File: config.mk
export PLATFORM = sky130hd
export DESIGN_NAME = reset_cause_reg
export DESIGN_NICKNAME = d
export VERILOG_FILES = /design/src/rtl/rcs_pkg.sv /design/src/rtl/rcs_flag_bank.sv /design/src/rtl/rcs_wait_flag.sv /design/src/rtl/rcs_bus_dec.sv /design/src/rtl/reset_cause_reg.sv
export SDC_FILE = /design/constraint.sdc
export NUM_CORES = 1
export LEC_CHECK = 0
export BUFFER_PORTS_ARGS = -buffer_cell sky130_fd_sc_hd__clkbuf_2
export CAP_MARGIN = 20
export CORE_AREA = 2 2 39 41
export DETAILED_ROUTE_END_ITERATION = 7
export DIE_AREA = 0 0 41 43
export GPL_TIMING_DRIVEN = 0
export PLACE_DENSITY_LB_ADDON = 0.3
export SETUP_SLACK_MARGIN = 0.4
export SLEW_MARGIN = 40
export SYNTH_ARGS = -nofsm -noshare
export SYNTH_HDL_FRONTEND = slang
export SYNTH_SLANG_ARGS = --single-unit
File: constraint.sdc
create_clock -name clk -period 1.4 [get_ports clk]
set_input_delay 0.14 -clock clk [delete_from_list [all_inputs] [get_ports clk]]
set_output_delay 0.14 -clock clk [all_outputs]
set_load 0.1 [all_outputs]
File: src/rtl/rcs_pkg.sv
package rcs_pkg;
  localparam int REG_W = 8;

  localparam int BIT_POR  = 7;
  localparam int BIT_PIN  = 6;
  localparam int BIT_WDOG = 5;
  localparam int BIT_OPC  = 4;
  localparam int BIT_ADR  = 3;
  localparam int BIT_MON  = 2;
  localparam int BIT_LVD  = 1;
  localparam int WAIT_BIT = 0;

  localparam logic [REG_W-1:0] IMPL_MASK = 8'hFE;
  localparam logic [REG_W-1:0] POR_VALUE = 8'h80;

  typedef struct packed {
    logic pin;
    logic wdog;
    logic opc;
    logic adr;
    logic fetch;
    logic mon;
    logic lvd;
  } rcs_src_t;

  // Bits to OR in for this cycle's source pulses
  function automatic logic [REG_W-1:0] src_mask(input rcs_src_t s);
    logic [REG_W-1:0] m;
    m = '0;
    m[BIT_PIN]  = s.pin;
    m[BIT_WDOG] = s.wdog;
    m[BIT_OPC]  = s.opc;
    m[BIT_ADR]  = s.adr & s.fetch;
    m[BIT_MON]  = s.mon;
    m[BIT_LVD]  = s.lvd;
    return m;
  endfunction

  // Any non-power-on source pulse counts as a system reset
  function automatic logic any_reset(input rcs_src_t s);
    return s.pin | s.wdog | s.opc | (s.adr & s.fetch) | s.mon | s.lvd;
  endfunction

  // Next state of one cause flag
  function automatic logic flag_next(input logic q, input logic clr,
                                     input logic set, input logic impl);
    return ((q & ~clr) | set) & impl;
  endfunction

  // Next state of the wait-exit flag: reset beats wake, wake beats clear
  function automatic logic wait_next(input logic q, input logic wake,
                                     input logic sw_clr, input logic rst);
    return rst ? 1'b0 : (wake ? 1'b1 : (sw_clr ? 1'b0 : q));
  endfunction
endpackage

File: src/rtl/rcs_flag_bank.sv
module rcs_flag_bank
  import rcs_pkg::*;
#(
  parameter int W = REG_W
) (
  input  logic         clk,
  input  logic         por_i,
  input  logic [W-1:0] set_i,
  input  logic         clr_i,
  output logic [W-1:0] flags_o
);
  for (genvar i = 0; i < W; i++) begin : g_flag
    logic q;
    always_ff @(posedge clk or posedge por_i) begin
      if (por_i) q <= POR_VALUE[i];
      else       q <= flag_next(q, clr_i, set_i[i], IMPL_MASK[i]);
    end
    assign flags_o[i] = q;
  end
endmodule

File: src/rtl/rcs_wait_flag.sv
module rcs_wait_flag
  import rcs_pkg::*;
(
  input  logic clk,
  input  logic por_i,
  input  logic wake_i,
  input  logic sw_clr_i,
  input  logic rst_i,
  output logic flag_o
);
  logic q;
  always_ff @(posedge clk or posedge por_i) begin
    if (por_i) q <= 1'b0;
    else       q <= wait_next(q, wake_i, sw_clr_i, rst_i);
  end
  assign flag_o = q;
endmodule

File: src/rtl/rcs_bus_dec.sv
module rcs_bus_dec
  import rcs_pkg::*;
#(
  parameter int W = REG_W
) (
  input  logic         rd_i,
  input  logic         wr_i,
  input  logic         addr_i,
  input  logic [W-1:0] wdata_i,
  input  logic [W-1:0] flags_i,
  input  logic         wait_i,
  output logic         rd_cause_o,
  output logic         wait_clr_o,
  output logic [W-1:0] rdata_o
);
  logic [W-1:0] wait_word;
  logic         unused_wdata;

  always_comb begin
    wait_word           = '0;
    wait_word[WAIT_BIT] = wait_i;
  end

  assign rd_cause_o   = rd_i & ~addr_i;
  assign wait_clr_o   = wr_i & addr_i & ~wdata_i[WAIT_BIT];
  assign rdata_o      = addr_i ? wait_word : (flags_i & IMPL_MASK);
  assign unused_wdata = ^{wdata_i[W-1:WAIT_BIT+1]};
endmodule

File: src/rtl/reset_cause_reg.sv
module reset_cause_reg
  import rcs_pkg::*;
(
  input  logic             clk,
  input  logic             por_i,
  input  logic             src_pin_i,
  input  logic             src_wdog_i,
  input  logic             src_opc_i,
  input  logic             src_adr_i,
  input  logic             fetch_i,
  input  logic             src_mon_i,
  input  logic             src_lvd_i,
  input  logic             brk_wake_i,
  input  logic             rd_i,
  input  logic             wr_i,
  input  logic             addr_i,
  input  logic [REG_W-1:0] wdata_i,
  output logic [REG_W-1:0] rdata_o
);
  rcs_src_t         src;
  logic [REG_W-1:0] set_mask;
  logic             any_rst;
  logic             rd_cause;
  logic             wait_clr;
  logic [REG_W-1:0] flags_q;
  logic             wait_q;

  assign src = '{pin: src_pin_i, wdog: src_wdog_i, opc: src_opc_i,
                 adr: src_adr_i, fetch: fetch_i, mon: src_mon_i,
                 lvd: src_lvd_i};
  assign set_mask = src_mask(src);
  assign any_rst  = any_reset(src);

  rcs_bus_dec #(.W(REG_W)) u_dec (
    .rd_i      (rd_i),
    .wr_i      (wr_i),
    .addr_i    (addr_i),
    .wdata_i   (wdata_i),
    .flags_i   (flags_q),
    .wait_i    (wait_q),
    .rd_cause_o(rd_cause),
    .wait_clr_o(wait_clr),
    .rdata_o   (rdata_o)
  );

  rcs_flag_bank #(.W(REG_W)) u_bank (
    .clk    (clk),
    .por_i  (por_i),
    .set_i  (set_mask),
    .clr_i  (rd_cause),
    .flags_o(flags_q)
  );

  rcs_wait_flag u_wait (
    .clk     (clk),
    .por_i   (por_i),
    .wake_i  (brk_wake_i),
    .sw_clr_i(wait_clr),
    .rst_i   (any_rst),
    .flag_o  (wait_q)
  );
endmodule

==> flow_metrics.tcl <==
set metrics [dict create \
    routedWlPerCell_um 11.0 \
    crit_path_end "rdata_o[7]" \
    rows 14 \
    htreeDepth 1 \
    drtIter0Drc 0 \
    route.vias.total 329 \
    start_kind "flip-flop" \
    avgSynthCellArea_um2 12.0 \
    synth_edf_count 0 \
    maxCapViolCount 0 \
    r2r-end "u_bank.g_flag[5].q" \
    io_pins 29 \
    cp-end-kind "primary output" \
    slew_headroom_pct 78.1 \
    multi_input_area_um2 190 \
    clock-root-buffer "clkbuf_4" \
    fillers 122 \
    grt_pass1_vias 329 \
    r2r_start "u_bank.g_flag[5].q" \
    power_density_nw_per_um2 919 \
    design_area_um2 754 \
    ys_seq_area_share_pct 55.9 \
    die_x_um 41 \
    period_needed_ns 1.26 \
    yosysMostFrequentCell "dfrtp_1" \
    max_stage_delay_ns 0.52 \
    grt_usage_pct 11.5 \
    synth_ff_type "dfrtp_1" \
    crit_buf_inv 1 \
    place.gp.congestion 0.633 \
    cts_buffers 3 \
    setup_ws_ns 0.142 \
    syn_area_um2 360 \
    timing.fmax_mhz 795 \
    drc 0 \
    portBuffers 21 \
    initial_utilization_pct 26.0 \
    critPathArrivalTime_ns 1.12 \
    seq_area_um2 201 \
    cp_slowest_cell "dfstp_2" \
    overflow 0 \
    die_y_um 43 \
    power_leakage_nw 0.370 \
    synth-seq-cells 8 \
    crit_start "u_bank.g_flag[7].q" \
    min_path_type "in -> reg" \
    ys_top_cells_by_area "dfrtp_1, a21o_1, dfstp_2" \
    insertion_delay_ns 0.25 \
    yosysTopAreaCell "dfrtp_1" \
    tightest_slew_ns 0.325 \
    n_antenna_cell 0 \
    numClockSinks 8 \
    synth-warning-count 0 \
    ir_worst_vdd_mv 0.484 \
    utilization_pct 54.5 \
    r2r_slack_ns 0.53 \
    cp_top_family "flip-flops" \
    slew_violations 0 \
    path_cells "nor2b_4 > clkbuf_16" \
    wl_um 845 \
    cp_max_fo 2 \
    die-area_um2 1760 \
    nNetsFinal 83 \
    synthesis.nets 51 \
    yosys.area.top_type_share_pct 48.6 \
    drt-pass1-iter-count 1 \
    detailedPlace.worstSlack_ns 0.163 \
    synth.distinct_cells 14 \
    grt_start_max_net_pins 11 \
    p_total_mw 0.694 \
    synthToLayoutAreaGrowth_pct 109 \
    cts.clk_slew.worst_paths_ns 0.05 \
    clk_path_buf_depth 2 \
    drtAntennaViolNets 0 \
    async_flop_share_pct 100 \
    antenna_found_initial 0 \
    hold_violations 0 \
    coreArea_um2 1380 \
    synth_commonest_cells "dfrtp_1, a21o_1, nor2b_1" \
    r2r_cells 3 \
    grt_pass1_wl_um 1300 \
    finalSetupViolCount 0 \
    cts_tree "done" \
    min_period_over_period_pct 89.9 \
    fin_setup_tns_ns 0 \
    status "finished clean" \
    setup.worst_path.class "reg -> out" \
    worst-path-stages 2 \
    required_ns 1.26 \
    clock_skew_ns 0 \
    vias_per_cell 4.27 \
    synthCells 30 \
    drive_gt1_share_pct 65.6 \
    rsz0062_at_grt "yes" \
    place_area_um2 520 \
]
==> power breakdown <==
| part | internal (mW) | leakage (nW) | switching, mW |
|---|---|---|---|
| clock network | 0.109 | 0.0150 | 0.0771 |
| registers | 0.245 | 0.0856 | 0.00621 |
| logic | 0.113 | 0.269 | 0.144 |
| total | 0.466 | 0.370 | 0.227 |
==> worst min-delay path by stage <==
stage                                    end  slack (ns)  cells past startpoint        from
after floorplan           u_bank.g_flag[1].q       -0.05                      1       por_i
after global placement    u_bank.g_flag[6].q        0.08                      2       por_i
after detailed placement  u_bank.g_flag[6].q        0.08                      2       por_i
after CTS                 u_bank.g_flag[1].q        0.07                      2   src_lvd_i
after global routing      u_bank.g_flag[5].q        0.08                      2  src_wdog_i
final                     u_bank.g_flag[1].q        0.08                      2   src_lvd_i
==> kinds of logic after synthesis <==
| family | Yosys count | share of synthesized area, % |
|---|---|---|
| AO/OA/AOI/OAI | 7 | 15.6 |
| buffers and inverters | 1 | 1.04 |
| flip-flops | 8 | 55.9 |
| AND/OR/NAND/NOR | 14 | 27.4 |
==> state kept, by name (all words and copies together), names as in the netlist <==
signal           flops
u_bank.g_flag.q      7
u_wait.flag_o        1
==> what timing repair did <==
item | 4_1_cts | 5_1_grt
cloned | 0 | 0
hold buffers | 1 | 0
setup endpoints to repair | 8 | 8
resized for setup | 24 | 0
buffers inserted | 1 | 4
hold endpoints to repair | 7 | 0
==> stage by stage <==
step                hold WS [ns]  instances
global route              0.0803         77
finish                    0.0773         77
floorplan                -0.0451         30
global placement          0.0768         67
detailed placement        0.0818         67
CTS                       0.0714         73
==> layout by cell type, fill, tap and decap left out, drive strengths merged, types with 2 or more instances in the layout <==
master and count:
clkbuf 25, dfrtp 7, nor2b 4, and2 2, a21o 5, buf 5, and2b 3
==> worst register-to-register path, stage by stage, from the launching register on <==
cell and delay [ns]:
dfrtp_1 0.38, buf_4 0.13, buf_4 0.12, a21o_1 0.14
==> final cells by class <==
type | count | area share (%)
Sequential cell | 8 | 26.7
Multi-Input combinational cell | 21 | 25.2
Tap cell | 16 | 2.65
Clock buffer | 4 | 3.48
Inverter | 1 | 0.498
Timing Repair Buffer | 27 | 41.5
==> per-layer routing <==
metal	up-vias	global-route usage (%)	part of all wire [%]
met2	13	15.3	44
met1	148	15.0	49
li1	168	-	-
met4	0	8.00	0
met3	0	3.66	7.5
met5	-	0	0
Power figures use the tool's default switching activity.
